<file path="src/rtl/sram_ctrl_pkg.sv">
package sram_ctrl_pkg;

  typedef enum logic [1:0] {
    ST_IDLE    = 2'd0,
    ST_SETUP   = 2'd1,
    ST_STROBE  = 2'd2,
    ST_RECOVER = 2'd3
  } seq_state_e;

  // Timing figures in ns: {fast grade, slow grade}
  localparam int unsigned T_ACCESS_F  = 55;
  localparam int unsigned T_ACCESS_S  = 70;
  localparam int unsigned T_OE_ACC_F  = 25;
  localparam int unsigned T_OE_ACC_S  = 35;
  localparam int unsigned T_WCYC_F    = 55;
  localparam int unsigned T_WCYC_S    = 70;
  localparam int unsigned T_WPULSE_F  = 40;
  localparam int unsigned T_WPULSE_S  = 50;
  localparam int unsigned T_SEL_END_F = 40;
  localparam int unsigned T_SEL_END_S = 60;
  localparam int unsigned T_DSETUP_F  = 25;
  localparam int unsigned T_DSETUP_S  = 30;
  localparam int unsigned T_FLOAT_F   = 20;
  localparam int unsigned T_FLOAT_S   = 25;

  function automatic int unsigned grade_ns(bit slow, int unsigned fast_ns,
                                           int unsigned slow_ns);
    return slow ? slow_ns : fast_ns;
  endfunction

  function automatic int unsigned ns_to_cyc(int unsigned ns, int unsigned period);
    int unsigned c;
    c = (ns + period - 1) / period;
    return (c < 1) ? 1 : c;
  endfunction

  function automatic int unsigned max_u(int unsigned a, int unsigned b);
    return (a > b) ? a : b;
  endfunction

endpackage

</file>
<file path="src/rtl/sram_cycle_seq.sv">
module sram_cycle_seq
  import sram_ctrl_pkg::*;
#(
  parameter int unsigned CNT_W  = 3,
  parameter int unsigned RD_LEN = 6,
  parameter int unsigned WE_LEN = 5,
  parameter int unsigned RD_REC = 2,
  parameter int unsigned WR_REC = 1
) (
  input  logic             clk,
  input  logic             rst_n,
  input  logic             start,
  input  logic             op_wr,
  output seq_state_e       state_q,
  output seq_state_e       state_d,
  output logic [CNT_W-1:0] cnt_d,
  output logic             strobe_done
);

  logic [CNT_W-1:0] cnt_q;

  // next-state process
  always_comb begin
    state_d     = state_q;
    cnt_d       = cnt_q;
    strobe_done = 1'b0;
    unique case (state_q)
      ST_IDLE: begin
        if (start) begin
          state_d = ST_SETUP;
          cnt_d   = '0;
        end
      end
      ST_SETUP: begin
        state_d = ST_STROBE;
        cnt_d   = op_wr ? CNT_W'(WE_LEN - 1) : CNT_W'(RD_LEN - 1);
      end
      ST_STROBE: begin
        if (cnt_q == '0) begin
          state_d     = ST_RECOVER;
          cnt_d       = op_wr ? CNT_W'(WR_REC - 1) : CNT_W'(RD_REC - 1);
          strobe_done = 1'b1;
        end else begin
          cnt_d = cnt_q - 1'b1;
        end
      end
      ST_RECOVER: begin
        if (cnt_q == '0) begin
          state_d = ST_IDLE;
        end else begin
          cnt_d = cnt_q - 1'b1;
        end
      end
      default: state_d = ST_IDLE;
    endcase
  end

  // register process
  always_ff @(posedge clk or negedge rst_n) begin
    if (!rst_n) begin
      state_q <= ST_IDLE;
      cnt_q   <= '0;
    end else begin
      state_q <= state_d;
      cnt_q   <= cnt_d;
    end
  end

endmodule

</file>
<file path="src/rtl/sram_req_latch.sv">
module sram_req_latch #(
  parameter int unsigned AW = 17,
  parameter int unsigned DW = 8
) (
  input  logic          clk,
  input  logic          rst_n,
  input  logic          load,
  input  logic          strobe_done,
  input  logic          req_write,
  input  logic [AW-1:0] req_addr,
  input  logic [DW-1:0] req_wdata,
  input  logic [DW-1:0] dq_in,
  output logic          op_wr_q,
  output logic          op_wr_d,
  output logic [AW-1:0] addr_q,
  output logic [DW-1:0] wdata_q,
  output logic [DW-1:0] rdata_q,
  output logic          ready_q
);

  logic capture_en;

  always_comb begin
    op_wr_d    = load ? req_write : op_wr_q;
    capture_en = strobe_done && !op_wr_q;
  end

  // request fields: clock enable = load
  always_ff @(posedge clk or negedge rst_n) begin
    if (!rst_n) begin
      op_wr_q <= 1'b0;
      addr_q  <= '0;
      wdata_q <= '0;
    end else if (load) begin
      op_wr_q <= req_write;
      addr_q  <= req_addr;
      wdata_q <= req_wdata;
    end
  end

  // read byte: clock enable = capture_en
  always_ff @(posedge clk or negedge rst_n) begin
    if (!rst_n) begin
      rdata_q <= '0;
    end else if (capture_en) begin
      rdata_q <= dq_in;
    end
  end

  always_ff @(posedge clk or negedge rst_n) begin
    if (!rst_n) begin
      ready_q <= 1'b0;
    end else begin
      ready_q <= strobe_done;
    end
  end

endmodule

</file>
<file path="src/rtl/sram_pin_drive.sv">
module sram_pin_drive
  import sram_ctrl_pkg::*;
#(
  parameter int unsigned CNT_W   = 3,
  parameter int unsigned WE_LEN  = 5,
  parameter int unsigned FLT_LEN = 2,
  parameter bit          HOLD_DQ = 1'b1
) (
  input  logic             clk,
  input  logic             rst_n,
  input  seq_state_e       state_q,
  input  seq_state_e       state_d,
  input  logic [CNT_W-1:0] cnt_d,
  input  logic             op_wr_d,
  output logic             ce1_n_q,
  output logic             ce2_q,
  output logic             we_n_q,
  output logic             oe_n_q,
  output logic             dq_oe_q
);

  // strobe counter runs WE_LEN-1 .. 0; drive once FLT_LEN cycles elapsed
  localparam int unsigned DRV_LIM = WE_LEN - FLT_LEN;

  logic sel_d, we_d, oe_d, drv_strobe, drv_hold, dq_oe_d;

  always_comb begin
    sel_d      = (state_d == ST_SETUP) || (state_d == ST_STROBE);
    we_d       = op_wr_d && (state_d == ST_STROBE);
    oe_d       = !op_wr_d && sel_d;
    drv_strobe = op_wr_d && (state_d == ST_STROBE) && (cnt_d < CNT_W'(DRV_LIM));
  end

  generate
    if (HOLD_DQ) begin : g_hold
      always_comb drv_hold = op_wr_d && (state_q == ST_STROBE) &&
                             (state_d == ST_RECOVER);
    end else begin : g_nohold
      always_comb drv_hold = 1'b0;
    end
  endgenerate

  always_comb dq_oe_d = drv_strobe || drv_hold;

  always_ff @(posedge clk or negedge rst_n) begin
    if (!rst_n) begin
      ce1_n_q <= 1'b1;
      ce2_q   <= 1'b0;
      we_n_q  <= 1'b1;
      oe_n_q  <= 1'b1;
      dq_oe_q <= 1'b0;
    end else begin
      ce1_n_q <= !sel_d;
      ce2_q   <= sel_d;
      we_n_q  <= !we_d;
      oe_n_q  <= !oe_d;
      dq_oe_q <= dq_oe_d;
    end
  end

endmodule

</file>
<file path="src/rtl/sram_async_ctrl.sv">
module sram_async_ctrl
  import sram_ctrl_pkg::*;
#(
  parameter int unsigned CLK_PERIOD_NS = 10,
  parameter bit          SLOW_GRADE    = 1'b0,
  parameter int unsigned AW            = 17,
  parameter int unsigned DW            = 8
) (
  input  logic          clk,
  input  logic          rst_n,
  input  logic          req_valid,
  input  logic          req_write,
  input  logic [AW-1:0] req_addr,
  input  logic [DW-1:0] req_wdata,
  output logic          req_ready,
  output logic [DW-1:0] rsp_rdata,
  output logic [AW-1:0] sram_addr,
  output logic [DW-1:0] sram_dq_out,
  output logic          sram_dq_oe,
  input  logic [DW-1:0] sram_dq_in,
  output logic          sram_ce1_n,
  output logic          sram_ce2,
  output logic          sram_we_n,
  output logic          sram_oe_n
);

  localparam int unsigned C_ACC   = ns_to_cyc(grade_ns(SLOW_GRADE, T_ACCESS_F,  T_ACCESS_S),  CLK_PERIOD_NS);
  localparam int unsigned C_OEACC = ns_to_cyc(grade_ns(SLOW_GRADE, T_OE_ACC_F,  T_OE_ACC_S),  CLK_PERIOD_NS);
  localparam int unsigned C_WCYC  = ns_to_cyc(grade_ns(SLOW_GRADE, T_WCYC_F,    T_WCYC_S),    CLK_PERIOD_NS);
  localparam int unsigned C_WPUL  = ns_to_cyc(grade_ns(SLOW_GRADE, T_WPULSE_F,  T_WPULSE_S),  CLK_PERIOD_NS);
  localparam int unsigned C_SELE  = ns_to_cyc(grade_ns(SLOW_GRADE, T_SEL_END_F, T_SEL_END_S), CLK_PERIOD_NS);
  localparam int unsigned C_DSU   = ns_to_cyc(grade_ns(SLOW_GRADE, T_DSETUP_F,  T_DSETUP_S),  CLK_PERIOD_NS);
  localparam int unsigned C_FLT   = ns_to_cyc(grade_ns(SLOW_GRADE, T_FLOAT_F,   T_FLOAT_S),   CLK_PERIOD_NS);

  localparam int unsigned RD_LEN  = max_u(C_ACC, C_OEACC);
  localparam int unsigned WE_LEN  = max_u(max_u(C_WPUL, C_SELE), C_FLT + C_DSU);
  localparam int unsigned RD_REC  = max_u(1, C_FLT);
  // one setup cycle precedes the pulse
  localparam int unsigned WR_REC  = (C_WCYC > WE_LEN + 2) ? (C_WCYC - WE_LEN - 1) : 1;
  localparam int unsigned MAX_LEN = max_u(max_u(RD_LEN, WE_LEN), max_u(RD_REC, WR_REC));
  localparam int unsigned CNT_W   = max_u(1, $clog2(MAX_LEN + 1));

  seq_state_e       state_q, state_d;
  logic [CNT_W-1:0] cnt_d;
  logic             strobe_done, start, op_wr_q, op_wr_d;

  always_comb start = (state_q == ST_IDLE) && req_valid;

  sram_cycle_seq #(
    .CNT_W (CNT_W),
    .RD_LEN(RD_LEN),
    .WE_LEN(WE_LEN),
    .RD_REC(RD_REC),
    .WR_REC(WR_REC)
  ) u_seq (
    .clk        (clk),
    .rst_n      (rst_n),
    .start      (start),
    .op_wr      (op_wr_q),
    .state_q    (state_q),
    .state_d    (state_d),
    .cnt_d      (cnt_d),
    .strobe_done(strobe_done)
  );

  sram_req_latch #(
    .AW(AW),
    .DW(DW)
  ) u_latch (
    .clk        (clk),
    .rst_n      (rst_n),
    .load       (start),
    .strobe_done(strobe_done),
    .req_write  (req_write),
    .req_addr   (req_addr),
    .req_wdata  (req_wdata),
    .dq_in      (sram_dq_in),
    .op_wr_q    (op_wr_q),
    .op_wr_d    (op_wr_d),
    .addr_q     (sram_addr),
    .wdata_q    (sram_dq_out),
    .rdata_q    (rsp_rdata),
    .ready_q    (req_ready)
  );

  sram_pin_drive #(
    .CNT_W  (CNT_W),
    .WE_LEN (WE_LEN),
    .FLT_LEN(C_FLT),
    .HOLD_DQ(1'b1)
  ) u_pins (
    .clk    (clk),
    .rst_n  (rst_n),
    .state_q(state_q),
    .state_d(state_d),
    .cnt_d  (cnt_d),
    .op_wr_d(op_wr_d),
    .ce1_n_q(sram_ce1_n),
    .ce2_q  (sram_ce2),
    .we_n_q (sram_we_n),
    .oe_n_q (sram_oe_n),
    .dq_oe_q(sram_dq_oe)
  );

endmodule

</file>
<file path="config.mk">
export PLATFORM = sky130hd
export DESIGN_NAME = sram_async_ctrl
export DESIGN_NICKNAME = d
export VERILOG_FILES = /design/src/rtl/sram_ctrl_pkg.sv /design/src/rtl/sram_cycle_seq.sv /design/src/rtl/sram_req_latch.sv /design/src/rtl/sram_pin_drive.sv /design/src/rtl/sram_async_ctrl.sv
export SDC_FILE = /design/constraint.sdc
export NUM_CORES = 1
export LEC_CHECK = 0
export ABC_AREA = 0
export BUFFER_PORTS_ARGS = -buffer_cell sky130_fd_sc_hd__buf_2
export CAP_MARGIN = 10
export CORE_MARGIN = 2
export CORE_UTILIZATION = 40
export CTS_CLUSTER_DIAMETER = 30
export DETAILED_ROUTE_END_ITERATION = 7
export PLACE_DENSITY = 0.67
export REMOVE_ABC_BUFFERS = 1
export SYNTH_ARGS = -nofsm -noshare
export SYNTH_HDL_FRONTEND = slang
export SYNTH_SLANG_ARGS = --single-unit
</file>
<file path="constraint.sdc">
create_clock -name clk -period 4.9 [get_ports clk]
set_clock_uncertainty 0.15 [all_clocks]
set_input_delay 0 -clock clk [delete_from_list [all_inputs] [get_ports clk]]
set_output_delay 0 -clock clk [all_outputs]
set_load 0.01 [all_outputs]
</file>
# Word-level counts from Yosys, hierarchy flattened
# Cells that the tools add are included.
[word_totals]
regBits = 45
in_bits = 37
output_inout_bits = 39
elab_cells = 49
[classes]
addsub = 1
n_lt_le_gt_ge = 1
n_eq_ne = 6
mux = 13
reduce_logical = 16
[op_table]
columns = ["operator", "count"]
rows = [
  ["3-bit case mux with 4 select lines", 1],
  ["3-bit 2-to-1 mux", 3],
  ["2-bit equality test (second input constant)", 4],
  ["2-bit case mux with 4 select lines", 1],
  ["1-bit logical AND", 7],
  ["2-bit 2-to-1 mux", 3],
  ["1-bit zero test", 5],
  ["1-bit 2-to-1 mux", 5],
  ["2-bit by 1-bit equality test with 1-bit output (second input constant)", 2],
  ["3-bit zero test", 1],
  ["3-bit by 2-bit < comparator with 1-bit output (second input constant)", 1],
  ["3-bit by 1-bit subtractor with 3-bit output (second input constant)", 1],
  ["2-bit zero test", 1],
  ["1-bit logical OR", 2],
]

# Longest topological paths before layout
[depth]
ltp_word = 8
ltp_mapped = 11
ltp_nobuf = 11

# Modules after synthesis
# Synthesis repeated with hierarchy kept, for this count alone.
[hier_totals]
hier_cells = 125
hier_area_um2 = 1965.6
[modules_own_cells]
columns = ["module", "n_inst", "cells_per_inst", "area_each_um2", "seq_area_each_um2"]
rows = [
  ["sram_req_latch", 1, 74, 1432.6, 875.8],
  ["sram_cycle_seq", 1, 35, 322.8, 125.1],
  ["sram_pin_drive", 1, 15, 197.7, 128.9],
  ["sram_async_ctrl", 1, 1, 12.5, 0.0],
]

# Worst setup path after synthesis
# Ideal clock, no wire load.
[synth_path]
path_type = "register to register"
from = "register u_seq.state_q[0]"
to = "register u_pins.dq_oe_q"
setup_time_ns = 0.082
arrival_time_ns = 1.694
required_time_ns = 4.668
slack_ns = 2.974
stages_incl_launch_ff = 11
path_buffers = 3
period_less_slack_ns = 1.926
path_cell_list = "dfrtp_1 > buf_6 > nor3b_2 > buf_6 > buf_4 > a21oi_1 > inv_1 > ha_1 > nand2_1 > or2_2 > a31oi_1"
[synth_between]
elab_chain_cells = 8
elab_cells_between_ends = 20
classes_between = "1 x order compare; 5 x eq/ne; 7 x mux; 7 x reduce/logical"
[synth_lines]
columns = ["item", "line_no", "source"]
rows = [
  ["start: declaration", "sram_cycle_seq.sv:14", "output seq_state_e state_q,"],
  ["start signal: assignment", "sram_cycle_seq.sv:64", "state_q <= state_d;"],
  ["2-bit zero test", "sram_cycle_seq.sv:27, sram_async_ctrl.sv:47", ""],
  ["1-bit logical AND", "sram_async_ctrl.sv:47", "always_comb start = (state_q == ST_IDLE) && req_valid;"],
  ["2-bit 2-to-1 mux", "sram_cycle_seq.sv:29", "if (start) begin"],
  ["2-bit case mux with 4 select lines *", "sram_cycle_seq.sv:27", "unique case (state_q)"],
  ["named net state_d[0]", "sram_async_ctrl.sv:43", "seq_state_e state_q, state_d;"],
  ["2-bit equality test", "sram_pin_drive.sv:31", "drv_strobe = op_wr_d && (state_d == ST_STROBE) && (cnt_d < CNT_W'(DRV_LIM));"],
  ["1-bit logical AND (2 in a row)", "sram_pin_drive.sv:31", ""],
  ["1-bit logical OR *", "sram_pin_drive.sv:43", "always_comb dq_oe_d = drv_strobe || drv_hold;"],
  ["named net u_pins.dq_oe_d", "sram_pin_drive.sv:25", "logic sel_d, we_d, oe_d, drv_strobe, drv_hold, dq_oe_d;"],
  ["end signal: assignment", "sram_pin_drive.sv:57", "dq_oe_q <= dq_oe_d;"],
  ["end: declaration", "sram_pin_drive.sv:19", "output logic dq_oe_q"],
]
# The timed path passes the listed nets; every way through them passes the cells marked *.
# A chain may end at the register's enable or synchronous reset.

# Final worst setup path
[layout_path]
from = "register u_seq.state_q[1]"
to = "register u_pins.dq_oe_q"
# Same word-level chain as after synthesis.

==> flow_results.xml <==
<?xml version="1.0" encoding="UTF-8"?>
<metrics>
  <group name="critical_path">
    <metric name="arrival" unit="ns">2.40</metric>
    <metric name="timing.critical_path.max_delay_family" unit="">simple AND/OR/NAND/NOR gates</metric>
    <metric name="endpoint_kind" unit="">flip-flop</metric>
    <metric name="crit_chain" unit="">nor3b_4, buf_16, a21oi_1, inv_1, ha_1, nand2_1, or2_2, a31oi_1</metric>
    <metric name="timing_worst_setup_path_type" unit="">reg -&gt; reg</metric>
    <metric name="cp.buffers_inverters" unit="">2</metric>
    <metric name="worst-path-max-fanout" unit="">20</metric>
    <metric name="worstPathRequired" unit="ns">4.96</metric>
    <metric name="critical-path-max-stage-delay" unit="ns">0.54</metric>
    <metric name="timing.critical_path.from_type" unit="">flip-flop</metric>
    <metric name="worst_path_max_delay_cell" unit="">dfrtp_1</metric>
  </group>
  <group name="die">
    <metric name="dieArea" unit="mm2">0.00516</metric>
    <metric name="die_y" unit="um">71.8</metric>
    <metric name="top_level_ports" unit="">76</metric>
    <metric name="core_area" unit="mm2">0.00438</metric>
    <metric name="chipWidth" unit="um">71.8</metric>
    <metric name="rows" unit="">24</metric>
    <metric name="initial_core_utilization" unit="">0.420</metric>
  </group>
  <group name="synthesis">
    <metric name="post_synth_num_cell_types" unit="">28</metric>
    <metric name="synth.cell_area" unit="mm2">0.00184</metric>
    <metric name="synth.yosys.seq_area_share" unit="">0.614</metric>
    <metric name="ys_ff_latch" unit="">45</metric>
    <metric name="yosysWarningCount" unit="">0</metric>
    <metric name="syn_avg_cell_area" unit="um2">14.8</metric>
    <metric name="cells_after_synthesis" unit="">124</metric>
  </group>
  <group name="timing">
    <metric name="fmaxAchievable" unit="GHz">0.427</metric>
    <metric name="fin_crit" unit="ns">2.34</metric>
    <metric name="finalCritPeriodShare" unit="">0.478</metric>
    <metric name="tns" unit="ns">0</metric>
    <metric name="setup-violations-final" unit="">0</metric>
    <metric name="tightest_slew" unit="ns">0.964</metric>
    <metric name="finalHoldWorstSlack" unit="ns">0.246</metric>
    <metric name="timing_max_transition_violations_final" unit="">0</metric>
    <metric name="number_of_hold_slack_violations_in_the_final_timing_report" unit="">0</metric>
    <metric name="final.setup.worst_slack" unit="ns">2.56</metric>
    <metric name="timing.slew.headroom" unit="">0.357</metric>
    <metric name="grt_setup_unrepaired" unit="">no</metric>
  </group>
  <group name="clock_tree">
    <metric name="clock-root-buffer" unit="">clkbuf_8</metric>
    <metric name="cts_buffer_depth" unit="">2</metric>
    <metric name="post-cts-setup-buffer-count" unit="">0</metric>
    <metric name="numCtsBuffers" unit="">5</metric>
    <metric name="post_cts_hold_buffer_count" unit="">36</metric>
    <metric name="h_tree_lvl_count" unit="">2</metric>
    <metric name="worst_skew_pair.late_latency" unit="ns">0.29</metric>
    <metric name="path_clk_slew" unit="ns">0.08</metric>
    <metric name="post_cts_resized" unit="">0</metric>
    <metric name="tritoncts_num_sinks" unit="">45</metric>
    <metric name="tritoncts" unit="">built</metric>
  </group>
  <group name="routing">
    <metric name="routedWlPerCell" unit="um">14.9</metric>
    <metric name="routed_wl" unit="um">4340</metric>
    <metric name="dr.pass1.iters" unit="">4</metric>
    <metric name="vias" unit="">1414</metric>
    <metric name="drt_drc_violations_left" unit="">0</metric>
    <metric name="detail-route-antenna-nets" unit="">0</metric>
    <metric name="post_drt_via_cell_ratio" unit="">4.86</metric>
    <metric name="detail_route.iter0.violations" unit="">47</metric>
  </group>
  <group name="final_layout">
    <metric name="final_common_cell" unit="">buf_2</metric>
    <metric name="nFillCells" unit="">335</metric>
    <metric name="nets" unit="">279</metric>
    <metric name="syn_to_final_growth" unit="%">49.4</metric>
    <metric name="drive_gt1_frac" unit="">0.515</metric>
    <metric name="mostFrequentLayoutCells" unit="">buf_2, dfrtp_1, dlygate4sd3_1</metric>
    <metric name="diodes" unit="">0</metric>
  </group>
  <group name="placed_design">
    <metric name="place.gp.congestion" unit="">0.739</metric>
    <metric name="port_buffers" unit="">75</metric>
    <metric name="placement.setup.worst_slack" unit="ns">2.16</metric>
    <metric name="dpl.hpwl" unit="um">2810</metric>
  </group>
  <group name="power_and_ir_drop">
    <metric name="worst_vdd_drop" unit="V">0.000306</metric>
    <metric name="static-leakage-power" unit="nW">1.33</metric>
    <metric name="power_per_cell_area" unit="mW/mm2">607</metric>
  </group>
  <group name="global_routing">
    <metric name="vias_in_the_first_global_route" unit="">1514</metric>
    <metric name="grt_antenna_before_repair" unit="">0</metric>
    <metric name="grt_overflow_total" unit="">0</metric>
    <metric name="grt_max_degree" unit="">46</metric>
    <metric name="all_layer_global_routing_usage" unit="">0.184</metric>
    <metric name="global_route_wire_length_before_repair" unit="um">7260</metric>
  </group>
  <group name="hold_path">
    <metric name="worstHoldPathType" unit="">in -&gt; async</metric>
  </group>
  <group name="flow_run">
    <metric name="timing.max_cap.violations" unit="">0</metric>
  </group>
  <group name="status">
    <metric name="result_of_the_run" unit="">finished clean</metric>
  </group>
</metrics>
==> registers in the layout, summed over array words and instances (netlist names) <==
name	count
u_latch.rdata_q	8
u_seq.state_q	2
u_pins.ce2_q	1
u_latch.ready_q	1
u_pins.ce1_n_q	1
u_pins.oe_n_q	1
u_pins.dq_oe_q	1
u_latch.wdata_q	8
u_latch.addr_q	17
u_latch.op_wr_q	1
u_seq.cnt_q	3
u_pins.we_n_q	1
==> worst register-to-register path: stages (launching register included) <==
cell and delay [ns]:
dfrtp_1 0.54, nor3b_4 0.53, buf_16 0.23, a21oi_1 0.09, inv_1 0.11, ha_1 0.14
nand2_1 0.05, or2_2 0.27, a31oi_1 0.16
==> synthesized netlist by cell type <==
| master | instances | area, um2 |
|---|---|---|
| buf_2 | 1 | 5.00 |
| mux2_2 | 32 | 360 |
| dfrtp_1 | 42 | 1050 |
| nand2b_2 | 1 | 8.76 |
| or2_2 | 1 | 6.26 |
| buf_4 | 2 | 15.0 |
| mux2_4 | 1 | 15.0 |
| nand2_1 | 5 | 18.8 |
| dfstp_2 | 3 | 78.8 |
| nor2_1 | 4 | 15.0 |
| nor3b_2 | 1 | 12.5 |
| nor2b_1 | 2 | 12.5 |
| a32o_1 | 2 | 20.0 |
| a21oi_1 | 2 | 10.0 |
| inv_1 | 5 | 18.8 |
| a32oi_1 | 1 | 8.76 |
| mux2i_1 | 2 | 20.0 |
| and2_1 | 1 | 6.26 |
| nor3_4 | 1 | 16.3 |
| mux2_1 | 1 | 11.3 |
| a211o_1 | 1 | 8.76 |
| xnor2_1 | 1 | 8.76 |
| a41oi_1 | 1 | 8.76 |
| a31oi_1 | 1 | 6.26 |
| ha_1 | 4 | 50.1 |
| o22ai_1 | 1 | 6.26 |
| nand2b_1 | 3 | 18.8 |
| buf_6 | 2 | 22.5 |
==> routing by layer <==
layer  vias to the layer above  part of all wire  global-route usage
met5                         -                 0                   0
met4                         0             0.013              0.0566
met3                         8             0.068              0.0563
met2                        52              0.54               0.322
met1                       693              0.38               0.217
li1                        661                 -                   -
==> through the flow <==
stage	instance area, um2	utilization	cells	power (mW)
after global routing	2750	0.627	291	1.79
final	2750	0.627	291	1.67
after detailed placement	2240	0.512	246	1.36
after floorplan	1800	-	119	1.09
after CTS	2720	0.621	290	1.67
after global placement	2240	0.512	246	1.33
==> cells by family after synthesis <==
family	share of synthesized area
flip-flops	0.614
multiplexers	0.221
AND/OR/NAND/NOR	0.0625
buffers and inverters	0.0333
AO/OA/AOI/OAI	0.0374
adder cells (fa/ha/maj)	0.0272
XOR/XNOR	0.00476
==> cell type report <==
class | instances | area, um2 | area share
sequential | 45 | 1130 | 0.411
timing repair buffer | 112 | 763 | 0.278
multi-input combinational | 69 | 656 | 0.239
clock buffer | 7 | 86.3 | 0.0314
tap | 52 | 65.1 | 0.0237
clock inverter | 1 | 30.0 | 0.0109
inverter | 5 | 18.8 | 0.00683
==> path summary, 6_finish.rpt <==
kind	start	endpoint	slack, ns	cells after the start
max	u_seq.state_q[1]$_DFF_PN0_	u_pins.dq_oe_q$_DFF_PN0_	2.56	8
min	rst_n	u_latch.wdata_q[1]$_DFFE_PN0P_	0.25	2
max reg2reg	u_seq.state_q[1]$_DFF_PN0_	u_pins.dq_oe_q$_DFF_PN0_	2.56	8
min reg2reg	u_latch.addr_q[7]$_DFFE_PN0P_	u_latch.addr_q[7]$_DFFE_PN0P_	0.36	1
max in group asynchronous	rst_n	u_seq.state_q[0]$_DFF_PN0_	3.74	2
min in group clk	req_wdata[4]	u_latch.wdata_q[4]$_DFFE_PN0P_	0.32	3
==> where the power goes <==
part | total, mW | internal [mW] | switching, mW
combinational | 0.706 | 0.363 | 0.343
clock | 0.283 | 0.166 | 0.116
sequential | 0.680 | 0.566 | 0.114
Power figures use the tool's default switching activity.
